$ cat src/rtl/twpm_pkg.sv
package twpm_pkg;

    typedef enum logic [2:0] {
        ACT_IDLE,
        ACT_END,
        ACT_DSKIP,
        ACT_DZERO,
        ACT_SSKIP,
        ACT_MOVE
    } act_e;

    typedef struct packed {
        logic [1:0] swc;
        logic [1:0] dwc;
        logic       szero;
        logic       dzero;
        logic [2:0] subn;
    } mvcfg_t;

    // log2 of element size in bytes for a width code
    function automatic logic [1:0] wc_lg(input logic [1:0] wc);
        return (wc == 2'd0) ? 2'd3 : (wc - 2'd1);
    endfunction

    // byte enables of an element placed at lane 0
    function automatic logic [7:0] wc_be(input logic [1:0] wc);
        case (wc)
            2'd1:    return 8'h01;
            2'd2:    return 8'h03;
            2'd3:    return 8'h0F;
            default: return 8'hFF;
        endcase
    endfunction

    function automatic logic [63:0] be_bits(input logic [7:0] be);
        logic [63:0] m;
        for (int i = 0; i < 8; i++) m[i*8 +: 8] = {8{be[i]}};
        return m;
    endfunction

endpackage

$ cat src/rtl/twpm_side.sv
module twpm_side
    import twpm_pkg::*;
#(
    parameter int MAXVL = 8,
    parameter int AW    = 6,
    parameter int GW    = 4,
    parameter int FW    = 6
) (
    input  logic             clk,
    input  logic             rst,
    input  logic             load,
    input  logic             step,
    input  logic             skip,
    input  logic [2:0]       subn,
    input  logic [FW-1:0]    total,
    input  logic [MAXVL-1:0] emask,
    input  logic [1:0]       wc,
    input  logic [AW-1:0]    base,
    output logic             at_end,
    output logic             pbit,
    output logic [AW-1:0]    addr,
    output logic [2:0]       lane
);
    logic [FW-1:0] flat;
    logic [GW-1:0] grp;
    logic [1:0]    sub;
    logic [FW+2:0] boff;

    always_ff @(posedge clk) begin
        if (rst || load) begin
            flat <= '0;
            grp  <= '0;
            sub  <= '0;
        end else if (skip) begin
            flat <= flat + FW'(subn);
            grp  <= grp + GW'(1);
            sub  <= '0;
        end else if (step) begin
            flat <= flat + FW'(1);
            if ({1'b0, sub} + 3'd1 == subn) begin
                sub <= '0;
                grp <= grp + GW'(1);
            end else begin
                sub <= sub + 2'd1;
            end
        end
    end

    always_comb begin
        pbit = 1'b0;
        for (int i = 0; i < MAXVL; i++)
            if (grp == GW'(i)) pbit = emask[i];
    end

    assign at_end = (flat == total);
    assign boff   = {3'b000, flat} << wc_lg(wc);
    assign addr   = base + AW'(boff >> 3);
    assign lane   = boff[2:0];

    // a group is skipped only from its first sub-element
    a_r8_skip_whole_group: assert property (@(posedge clk) disable iff (rst)
        skip |-> (sub == 2'd0));

    // the index never runs past the element count
    a_r9_index_bound: assert property (@(posedge clk) disable iff (rst)
        !load |-> (flat <= total));

endmodule

$ cat src/rtl/twpm_lane.sv
module twpm_lane
    import twpm_pkg::*;
(
    input  logic [63:0] rd_data,
    input  logic [2:0]  slane,
    input  logic [1:0]  swc,
    input  logic        szval,
    input  logic [2:0]  dlane,
    input  logic [1:0]  dwc,
    input  logic        dzval,
    output logic [63:0] wr_data,
    output logic [7:0]  wr_be
);
    logic [63:0] elem;
    logic [63:0] dval;

    always_comb begin
        elem = (rd_data >> {slane, 3'b000}) & be_bits(wc_be(swc));
        if (szval) elem = '0;
        dval = elem & be_bits(wc_be(dwc));
        if (dzval) dval = '0;
        wr_data = dval << {dlane, 3'b000};
        wr_be   = wc_be(dwc) << dlane;
    end

endmodule

$ cat src/rtl/twpred_move.sv
module twpred_move
    import twpm_pkg::*;
#(
    parameter int MAXVL = 8,
    parameter int AW    = 6,
    localparam int GW   = $clog2(MAXVL + 1),
    localparam int FW   = $clog2(4 * MAXVL + 1)
) (
    input  logic             clk,
    input  logic             rst,
    input  logic             start,
    input  logic [GW-1:0]    cfg_vl,
    input  logic [1:0]       cfg_subvl,
    input  logic [1:0]       src_wc,
    input  logic [1:0]       dst_wc,
    input  logic [2:0]       src_psel,
    input  logic [MAXVL-1:0] src_mask,
    input  logic             src_inv,
    input  logic [2:0]       dst_psel,
    input  logic [MAXVL-1:0] dst_mask,
    input  logic             dst_inv,
    input  logic             src_zero,
    input  logic             dst_zero,
    input  logic [AW-1:0]    src_base,
    input  logic [AW-1:0]    dst_base,
    output logic [AW-1:0]    rd_addr,
    input  logic [63:0]      rd_data,
    output logic             wr_en,
    output logic [AW-1:0]    wr_addr,
    output logic [63:0]      wr_data,
    output logic [7:0]       wr_be,
    output logic             done
);
    logic             busy;
    mvcfg_t           cfg;
    logic [MAXVL-1:0] smask_q, dmask_q;
    logic [FW-1:0]    total_q;
    logic [AW-1:0]    sbase_q, dbase_q;
    logic             load;
    act_e             act;

    logic             s_end, s_p, d_end, d_p;
    logic [2:0]       s_lane, d_lane;

    logic [GW-1:0]    vl_c;
    logic [2:0]       subn_in;

    assign load    = start && !busy;
    assign vl_c    = (cfg_vl > GW'(MAXVL)) ? GW'(MAXVL) : cfg_vl;
    assign subn_in = {1'b0, cfg_subvl} + 3'd1;

    always_ff @(posedge clk) begin
        if (rst) begin
            busy    <= 1'b0;
            cfg     <= '0;
            smask_q <= '0;
            dmask_q <= '0;
            total_q <= '0;
            sbase_q <= '0;
            dbase_q <= '0;
        end else if (load) begin
            busy      <= 1'b1;
            cfg.swc   <= src_wc;
            cfg.dwc   <= dst_wc;
            cfg.szero <= src_zero;
            cfg.dzero <= dst_zero;
            cfg.subn  <= subn_in;
            smask_q   <= (src_psel == 3'b000) ? '1 : (src_mask ^ {MAXVL{src_inv}});
            dmask_q   <= (dst_psel == 3'b000) ? '1 : (dst_mask ^ {MAXVL{dst_inv}});
            total_q   <= FW'(vl_c) * FW'(subn_in);
            sbase_q   <= src_base;
            dbase_q   <= dst_base;
        end else if (act == ACT_END) begin
            busy <= 1'b0;
        end
    end

    // one step per cycle, destination side resolved before source side
    always_comb begin
        if (!busy)                     act = ACT_IDLE;
        else if (s_end || d_end)       act = ACT_END;
        else if (!d_p)                 act = cfg.dzero ? ACT_DZERO : ACT_DSKIP;
        else if (!s_p && !cfg.szero)   act = ACT_SSKIP;
        else                           act = ACT_MOVE;
    end

    twpm_side #(.MAXVL(MAXVL), .AW(AW), .GW(GW), .FW(FW)) u_src (
        .clk(clk), .rst(rst), .load(load),
        .step(act == ACT_MOVE), .skip(act == ACT_SSKIP),
        .subn(cfg.subn), .total(total_q), .emask(smask_q),
        .wc(cfg.swc), .base(sbase_q),
        .at_end(s_end), .pbit(s_p), .addr(rd_addr), .lane(s_lane)
    );

    twpm_side #(.MAXVL(MAXVL), .AW(AW), .GW(GW), .FW(FW)) u_dst (
        .clk(clk), .rst(rst), .load(load),
        .step(act == ACT_MOVE || act == ACT_DZERO), .skip(act == ACT_DSKIP),
        .subn(cfg.subn), .total(total_q), .emask(dmask_q),
        .wc(cfg.dwc), .base(dbase_q),
        .at_end(d_end), .pbit(d_p), .addr(wr_addr), .lane(d_lane)
    );

    twpm_lane u_lane (
        .rd_data(rd_data), .slane(s_lane), .swc(cfg.swc), .szval(!s_p),
        .dlane(d_lane), .dwc(cfg.dwc), .dzval(act == ACT_DZERO),
        .wr_data(wr_data), .wr_be(wr_be)
    );

    assign wr_en = (act == ACT_MOVE) || (act == ACT_DZERO);
    assign done  = (act == ACT_END);

    // nothing outside the enabled bytes carries data
    a_r2_data_in_lanes: assert property (@(posedge clk) disable iff (rst)
        wr_en |-> ((wr_data & ~be_bits(wr_be)) == 64'd0));

    // done is a single-cycle pulse
    a_r9_done_pulse: assert property (@(posedge clk) disable iff (rst)
        done |=> !done);

    // no write follows the end of an operation
    a_r9_quiet_after_done: assert property (@(posedge clk) disable iff (rst)
        done |=> !wr_en);

    // the sampled configuration holds for the whole run
    a_r10_cfg_held: assert property (@(posedge clk) disable iff (rst)
        (busy && $past(busy)) |-> ($stable(cfg) && $stable(total_q)));

endmodule

$ cat config.mk
export PLATFORM = sky130hd
export DESIGN_NAME = twpred_move
export DESIGN_NICKNAME = d
export VERILOG_FILES = /design/src/rtl/twpm_pkg.sv /design/src/rtl/twpm_side.sv /design/src/rtl/twpm_lane.sv /design/src/rtl/twpred_move.sv
export SDC_FILE = /design/constraint.sdc
export NUM_CORES = 1
export LEC_CHECK = 0
export ABC_AREA = 1
export BUFFER_PORTS_ARGS = -buffer_cell sky130_fd_sc_hd__buf_2
export CORE_UTILIZATION = 50
export DETAILED_ROUTE_END_ITERATION = 8
export PLACE_DENSITY = 0.74
export SLEW_MARGIN = 40
export SYNTH_ARGS = -nofsm -noshare
export SYNTH_HDL_FRONTEND = slang
export SYNTH_SLANG_ARGS = --single-unit
$ cat constraint.sdc
create_clock -name clk -period 4.32 [get_ports clk]
set_input_delay 0.864 -clock clk [delete_from_list [all_inputs] [get_ports clk]]
set_output_delay 0.864 -clock clk [all_outputs]
set_load 0.03 [all_outputs]
==> Word-level counts from Yosys, hierarchy flattened <==
Cells that the tools add are included.
{ "op_classes": {"add_sub_neg": 15, "multipliers": 1, "order_cmp": 1, "eq_ne": 29, "n_shift": 5, "mux": 44, "n_bitwise": 4, "reduce_logical": 23} }
{ "ops": {"columns": ["op", "count"], "rows": [
  ["$and 64x64->64", 2],
  ["$mux 64", 2],
  ["$shl 64x6->64", 1],
  ["$shr 64x6->64", 1],
  ["$pmux 8 s3", 2],
  ["$eq 4x3->1 const B", 8],
  ["$mux 4", 7],
  ["$mux 6", 4],
  ["$mux 1", 20],
  ["$shl 6x2->9", 2],
  ["$eq 4x2->1 const B", 4],
  ["$mux 8", 2],
  ["$xor 8x8->8", 2],
  ["$add 6x1->6 const B", 2],
  ["$add 6x3->6", 2],
  ["$add 6x6->6", 2],
  ["$eq 6x6->1", 2],
  ["$reduce_bool 2->1", 5],
  ["$add 2x1->3 const B", 3],
  ["$mux 3", 3],
  ["$add 4x1->4 const B", 2],
  ["$eq 2x2->1 const B", 4],
  ["$eq 4x1->1 const B", 2],
  ["$logic_not 4->1", 2],
  ["other kinds (18)", 36]
]} }
{ "word_totals": {"register_bits": 68, "input_bits": 115, "word_cells": 139} }

==> Depth between registers and ports, before layout <==
Gate-level depths: netlist (run 1).
{ "depth": {"word_depth": 19, "ltp_mapped": 24, "depth_no_buf": 24} }

==> By module <==
From an unflattened synthesis (run 1), not the netlist that was laid out.
{ "hier_totals": {"hier_cells": 1587, "area_unflattened_um2": 8752.1} }
{ "modules_own_cells": {"columns": ["module", "instances", "cells_per_inst", "area_per_inst_um2", "seq_area_each_um2"], "rows": [
  ["twpm_lane", 1, 893, 3988.8, 0.0],
  ["twpm_side", 2, 191, 1255.0, 240.2],
  ["twpred_move", 1, 312, 2253.4, 880.8]
]} }

==> Worst setup path before layout (run 1) <==
OpenSTA, ideal clock, no wires.
{ "synth_path": {"path_kind": "register to output", "startpoint": "register cfg[7] (netlist name)", "endpoint": "output wr_data[42]", "t_arrival_ns": 2.580, "t_required_ns": 3.456, "setup_slack_ns": 0.876, "stages_incl_launch_ff": 13, "cell_sequence": "dfxtp_1 -> inv_2 -> ha_1 -> buf_2 -> inv_1 -> nand3_1 -> nand2_4 -> nor2_4 -> inv_2 -> buf_2 -> nor2_4 -> nand3_1 -> o21ai_0"} }
{ "synth_via": {"elab_chain_len": 9} }
{ "synth_rtl": {"columns": ["element", "line", "text"], "rows": [
  ["$sub 2x1->2 or $logic_not 2->1 (tied branches)", "twpm_pkg.sv:22", "return (wc == 2'd0) ? 2'd3 : (wc - 2'd1);"],
  ["$mux 2", "twpm_pkg.sv:22", null],
  ["$shl 6x2->9", "twpm_side.sv:56", "assign boff = {3'b000, flat} << wc_lg(wc);"],
  ["$shr 64x6->64", "twpm_lane.sv:18", "elem = (rd_data >> {slane, 3'b000}) & be_bits(wc_be(swc));"],
  ["$and 64x64->64 *", "twpm_lane.sv:18", null],
  ["$mux 64 *", "twpm_lane.sv:19", "if (szval) elem = '0;"],
  ["$and 64x64->64 *", "twpm_lane.sv:20", "dval = elem & be_bits(wc_be(dwc));"],
  ["$mux 64 *", "twpm_lane.sv:21", "if (dzval) dval = '0;"],
  ["$shl 64x6->64 *", "twpm_lane.sv:22", "wr_data = dval << {dlane, 3'b000};"],
  ["end: declaration", "twpred_move.sv:30", "output logic [63:0] wr_data,"]
]} }
Every way passes the cells marked *; elsewhere a longest branch is shown, timed or not.

==> Final worst setup path (run 1) <==
{ "layout_path": {"startpoint": "register cfg[7] (netlist name)", "endpoint": "output wr_data[47]"} }
{ "layout_via": {"elab_chain_len": 9} }
{ "layout_rtl": {"columns": ["element", "line"], "rows": [
  ["$sub 2x1->2 or $logic_not 2->1 (tied branches)", "twpm_pkg.sv:22"],
  ["$mux 2", "twpm_pkg.sv:22"],
  ["$shl 6x2->9", "twpm_side.sv:56"],
  ["$shr 64x6->64", "twpm_lane.sv:18"],
  ["$and 64x64->64 *", "twpm_lane.sv:18"],
  ["$mux 64 *", "twpm_lane.sv:19"],
  ["$and 64x64->64 *", "twpm_lane.sv:20"],
  ["$mux 64 *", "twpm_lane.sv:21"],
  ["$shl 64x6->64 *", "twpm_lane.sv:22"]
]} }
Marks and branches as above.

==> metrics.yaml, run 1 <==
status: "completed"
power.leakage_nw: 4.91
fmax_mhz: 241
async_flop_share_pct: 0
area_growth_pct: 16.5
gp_congestion: 1.02
min_path_type: "reg2reg"
synth.distinct_cells: 48
synth_common_cells: "nand2_1, nand3_1, inv_1"
synthFlopType: "dfxtp_1"
fin_crit_sh_pct: 96.2
grt_pass1_vias: 9014
finalSetupViolations: 0
criticalPathCategory: "reg2out"
fin_skew_ps: 4.61
synth_edf_count: 0
drive_gt1_share_pct: 19.7
maxCapViolCount: 0
ys_seq_elements: 68
layout.nets: 1694
first_iter_violations: 758
port_buffers: 200
syn_area_per_cell_um2: 5.83
die_h_um: 129
core_area_mm2: 0.0154
cts_max_level: 3
grt_pass1_wl_um: 43300
slew_viol_final: 0
ir_worst_vdd_uv: 240
cts_max_path_buffers: 2
cts_tree: "yes"
via_per_inst: 5.63
post-route-min-period_ps: 4160
clk_pin_slew_worst_paths_ps: 50
drc_errors: 0
drt_wl_total_um: 27600
crit_buf_inv: 5
synth.net_count: 1532
numCtsBuffers: 9
crit_family: "buffers and inverters"
grt_overflow: 0
synth_top_cell_area_share_pct: 20.7
antenna_left: 0
setup_ws_ps: 162
cp_slowest_cell: "ha_2"
grt_usage_pct: 33.2
hpwl_um: 20900
hold_viol_final: 0
yosys.area.top_type: "nand2_1"
cp_max_fo: 11
routedWlPerCell_um: 15.7
dieArea_mm2: 0.0165
netlist_instances: 1373
synth-compound-area-share_pct: 18.4
worst_skew_pair.late_latency_ps: 330
cpPeakStageDelay_ps: 450
cp.required_ps: 3460
vias: 9857
yosysSeqAreaShare_pct: 17.0
synth_top_family_by_area: "simple AND/OR/NAND/NOR gates"
synth-simple-area-share_pct: 40.7
place_ws_ps: 467
max_slew.worst_pin.slew_ps: 813
antenna_found_initial: 1
arrival_ps: 3290
max-slew-margin-rel_pct: 45.6
fin_util_pct: 60.5
synthAdderAreaFrac_pct: 7.53
root_buffer: "clkbuf_16"
yosys-top-cells-area: "nand2_1, dfxtp_1, nand3_1"
synthMuxAreaShare_pct: 0
grt_max_degree: 66
powerDensity_mw_per_mm2: 235
numClockSinks: 68
synth-xor-area-share_pct: 4.92
die_x_um: 129
total_power_mw: 2.20
netlist_area_mm2: 0.00801
end_kind: "primary output"
crit_chain: "inv_2, ha_2, inv_1, nand3_1, nand2_4, nor2_4, inv_2, nor2_4, inv_1, a21oi_1, nand3_1, o21ai_1, buf_2"
yosysMostFrequentCell: "nand2_1"
whs_ps: 479
rows: 45
drt-pass1-iter-count: 5
pin_count: 201
yosys_warnings: 0
crit_path_start_kind: "flip-flop"
start_util_pct: 51.9
[sequential cells by signal, summed over array words and instances, names as in the netlist]
| name | count |
|---|---|
| cfg | 9 |
| u_dst.sub | 2 |
| busy | 1 |
| u_dst.flat | 6 |
| smask_q | 8 |
| u_src.grp | 4 |
| u_src.sub | 2 |
| dbase_q | 6 |
| total_q | 6 |
| dmask_q | 8 |
| u_src.flat | 6 |
| sbase_q | 6 |
| u_dst.grp | 4 |
[final timing paths]
| path | to | cells past startpoint | slack, ps | startpoint |
|---|---|---|---|---|
| setup / recovery | wr_data[47] | 13 | 160 | cfg[7] |
| setup reg to reg | u_src.flat[2] | 21 | 910 | u_src.grp[1] |
| hold / removal | u_dst.sub[1] | 2 | 480 | u_dst.sub[1] |
| hold reg to reg | u_dst.sub[1] | 2 | 480 | u_dst.sub[1] |
[power by group]
group	internal, mW	switching [mW]	total, mW
clock network	0.415	0.265	0.680
registers	0.666	0.0276	0.694
logic	0.257	0.565	0.822
[cell families after synthesis]
kind of cell	count (synthesis)
AND/OR/NAND/NOR	758
AO/OA/AOI/OAI	260
buffers and inverters	198
flip-flops	68
XOR/XNOR	45
adder cells (fa/ha/maj)	44
[layout make-up]
cell class | instances | area (um^2)
Fill cell | 1642 | 6090
Sequential cell | 68 | 1360
Tap cell | 211 | 264
Multi-Input combinational cell | 1107 | 5730
Antenna cell | 1 | 2.50
Clock buffer | 13 | 260
Clock inverter | 2 | 10.0
Timing Repair Buffer | 226 | 1240
Inverter | 123 | 465
[timing repair]
action                                  4_1_cts  5_1_grt
resized for setup                             0        4
buffers inserted                              0        7
endpoints found under the setup margin        0       48
endpoints found under the hold margin         0        0
hold buffers                                  0        0
[cells in the final DEF (no fill, tap or decap), drive strengths merged, types with 12 or more instances in the layout]
cell type,synthesis,layout
nand4,12,12
nand3,167,167
buf,53,225
a21oi,93,93
xnor2,20,20
nor2,111,111
a22o,13,13
xor2,25,25
o21ai,116,116
nand2,451,451
clkbuf,22,14
ha,37,37
inv,121,121
o211ai,21,21
dfxtp,68,68
[worst reg2reg max path: cells and delay by family (launching register included)]
family	cells	cell delay, ps
AO/OA/AOI/OAI	3	360
XOR/XNOR	1	160
adder cells (fa/ha/maj)	3	830
buffers and inverters	2	410
flip-flops	1	400
AND/OR/NAND/NOR	12	1140
[through the flow]
step | setup TNS (ps) | std cells | instance area, um^2
floorplan | 0 | 1373 | 8010
global placement | 0 | 1727 | 8980
detailed placement | 0 | 1727 | 8980
CTS | 0 | 1742 | 9250
global route | -15.4 | 1751 | 9330
finish | 0 | 1751 | 9330
[layer usage]
layer  part of all wire (%)  vias to the layer above  track usage (%)
met4                    5.8                        0             21.2
met5                      0                        -                0
met2                     49                      461             59.1
li1                       -                     4826                -
met1                     39                     4472             37.4
met3                    6.4                       98             4.16
No activity file was read; power rests on OpenSTA's default activity.
==> run 2: changes to the inputs <==
--- a/config.mk
+++ b/config.mk
@@ -7,9 +7,13 @@
 export LEC_CHECK = 0
 export ABC_AREA = 1
 export BUFFER_PORTS_ARGS = -buffer_cell sky130_fd_sc_hd__buf_2
-export CORE_UTILIZATION = 50
+export CELL_PAD_IN_SITES_DETAIL_PLACEMENT = 1
+export CELL_PAD_IN_SITES_GLOBAL_PLACEMENT = 1
+export CORE_UTILIZATION = 40
 export DETAILED_ROUTE_END_ITERATION = 8
-export PLACE_DENSITY = 0.74
+export GPL_TIMING_DRIVEN = 0
+export MAX_ROUTING_LAYER = met4
+export PLACE_DENSITY = 0.86
 export SLEW_MARGIN = 40
 export SYNTH_ARGS = -nofsm -noshare
 export SYNTH_HDL_FRONTEND = slang
==> metrics.yaml, run 2 (synthesized netlist as in run 1, its figures left out) <==
switching_power_mw: 0.892  # +3.9%
finalSetupViolations: 0  # unchanged
max-slew-margin-rel_pct: 51.0  # +5.4 points
rsz0062_at_grt: "yes"
numClockSinks: 68  # unchanged
drt-pass1-iter-count: 5  # unchanged
fin_crit_sh_pct: 97.3  # +1.1 points
layoutNonFillerInstCount: 1850  # +5.7%
power.leakage_nw: 5.05  # +2.7%
largestRegisters: "cfg: 9 flops, dmask_q: 8 flops, smask_q: 8 flops"
worst_skew_pair.late_latency_ps: 330  # about the same
vias: 10400  # +5.8%
setup_ws_ps: 116  # -46.6 ps
crit_path_start_kind: "flip-flop"
pin_count: 201  # unchanged
area_growth_pct: 20.4
rows: 51  # +13%
start_util_pct: 41.0  # -11 points
gp_congestion: 1.07  # +5.4%
intPower_mw: 1.38  # +3.5%
total_power_mw: 2.28  # +3.7%
end_kind: "primary output"
min_path_type: "reg2reg"
arrival_ps: 3340  # +50 ps
p_comb_share_pct: 37.9  # +0.5 points
maxCapViolCount: 0  # unchanged
hold_viol_final: 0  # unchanged
core_area_mm2: 0.0195  # +27%
antenna_left: 0  # unchanged
placedCellCount: 1835  # +6.3%
crit_chain: "inv_2, ha_1, clkbuf_4, nand3_2, buf_2, nand2_1, o21ai_0, o21ai_1, nor2_1, nor2_2, nand3_1, nand2_1, nand2_1, o21ai_0, buf_4"
port_buffers: 197  # -1.5%
cts_max_path_buffers: 2  # unchanged
clk_pin_slew_worst_paths_ps: 50  # about the same
layout_common_cells: "nand2_1, buf_2, nand3_1, inv_1, a21oi_1"
hpwl_um: 28500  # +36%
grt_pass1_wl_um: 56200  # +30%
switching_share_pct: 39.2  # +0.074 points
drc_errors: 0  # unchanged
pwr-share-clk_pct: 31.7  # +0.7 points
drive_gt1_share_pct: 20.9  # +1.2 points
cp.required_ps: 3460  # about the same
post-route-min-period_ps: 4200  # +46.6 ps
fill_cells: 2876  # +75%
largest_reg_flops: 9  # unchanged
fmax_mhz: 238  # -1.1%
layout_commonest_cell: "nand2_1"
slew_viol_final: 0  # unchanged
fin_skew_ps: 5.76  # +1.15 ps
max_slew.worst_pin.slew_ps: 733  # -80.6 ps
top_register: "cfg"
n_antenna_cell: 0  # -1
cpPeakStageDelay_ps: 390  # -60 ps
cts_tree: "yes"
grt_overflow: 0  # unchanged
first_iter_violations: 612  # -19%
place_ws_ps: 370  # -96.5 ps
ctsHoldBuffers: 0  # unchanged
ir_worst_vdd_uv: 237  # -1.3%
powerDensity_mw_per_mm2: 236  # +0.30%
numCtsBuffers: 9  # unchanged
via_per_inst: 5.64  # +0.17%
cpMostUsedCell: "nand2_1"
die_h_um: 144  # +12%
routedWlPerCell_um: 19.5  # +24%
drt_wl_total_um: 36100  # +31%
status: "completed"
die_x_um: 144  # +12%
antenna_found_initial: 0  # -1
criticalPathCategory: "reg2out"
grt_usage_pct: 36.7  # +3.6 points
grt_pass1_vias: 10800  # +19%
layout.nets: 1740  # +2.7%
cp_slowest_cell: "dfxtp_1"
reg2reg_slack_ps: 760  # -150 ps
root_buffer: "clkbuf_16"
cts_max_level: 3  # unchanged
power_frac_seq_pct: 30.5  # -1.1 points
cp_max_fo: 10  # -1
dieArea_mm2: 0.0206  # +25%
grt_max_degree: 11  # -83%
[run 2: cell count changes in the layout (fill, tap and decap cells not counted), moves of 2 or more]
cell      delta
buf_12       -2
o21ai_0      -4
buf_4       -11
o21ai_1      +3
clkinv_2     -2
clkbuf_4     +5
buf_2       +18
clkbuf_1    +21
nor2_1       -4
nor2_2       +4
buf_6       +13
clkbuf_2     +3
[run 2: repair_timing]
action                                  4_1_cts  5_1_grt
setup buffers                                 0        0
endpoints found under the setup margin        0       44
gates resized for setup                       0       21
[run 2: worst paths after layout]
path / start / to / cells after the start
worst max-delay path: cfg[7] / wr_data[47] / 15
worst min-delay path: u_dst.sub[1] / u_dst.sub[1] / 2
worst max register to register: u_dst.grp[1] / u_src.flat[4] / 22
worst min register to register: u_dst.sub[1] / u_dst.sub[1] / 2
[run 2: cell type report]
cell class              count  area [um^2]  share of cell area, %
multi-input cells        1107         5740                   59.5
clock buffers              13          250                   2.59
clock inverters             2         35.0                  0.363
inverters                 123          467                   4.84
flip-flops and latches     68         1360                   14.1
well taps                 265          332                   3.44
repair buffers            197          991                   10.3
plain buffers              75          468                   4.85
[run 2: metrics by stage]
stage               hold WS [ps]  util (%)  cell area [um^2]  TNS [ps]
global route                 499      49.4              9650      -104
finish                       475      49.4              9650         0
CTS                          475      49.2              9610         0
global placement             460      47.8              9330         0
floorplan                    440         -              8010         0
detailed placement           468      47.8              9330         0
[run 2: power by group through the flow]
stage	clock network [mW]	logic (mW)	registers (mW)
after detailed placement	0	0.843	0.705
after global placement	0	0.825	0.704
after floorplan	0	0.559	0.696
after global routing	0.756	0.938	0.697
after CTS	0.731	0.850	0.693
final	0.722	0.862	0.693
[run 2: worst max-delay path, delay by kind of cell (launching register included)]
family / cells / cell delay (ps)
fa+ha+maj: 1 / 280
simple gates: 7 / 880
flops: 1 / 390
buf+inv: 4 / 810
compound gates: 3 / 650
[run 2: layer usage]
metal	vias up	part of all wire [%]	track usage [%]	wire (um)
met3	125	4.8	3.97	1730
met2	415	51	66.0	18300
li1	4920	-	-	-
met4	0	5.1	19.3	1860
met5	-	0	-	0
met1	4972	39	39.8	14200
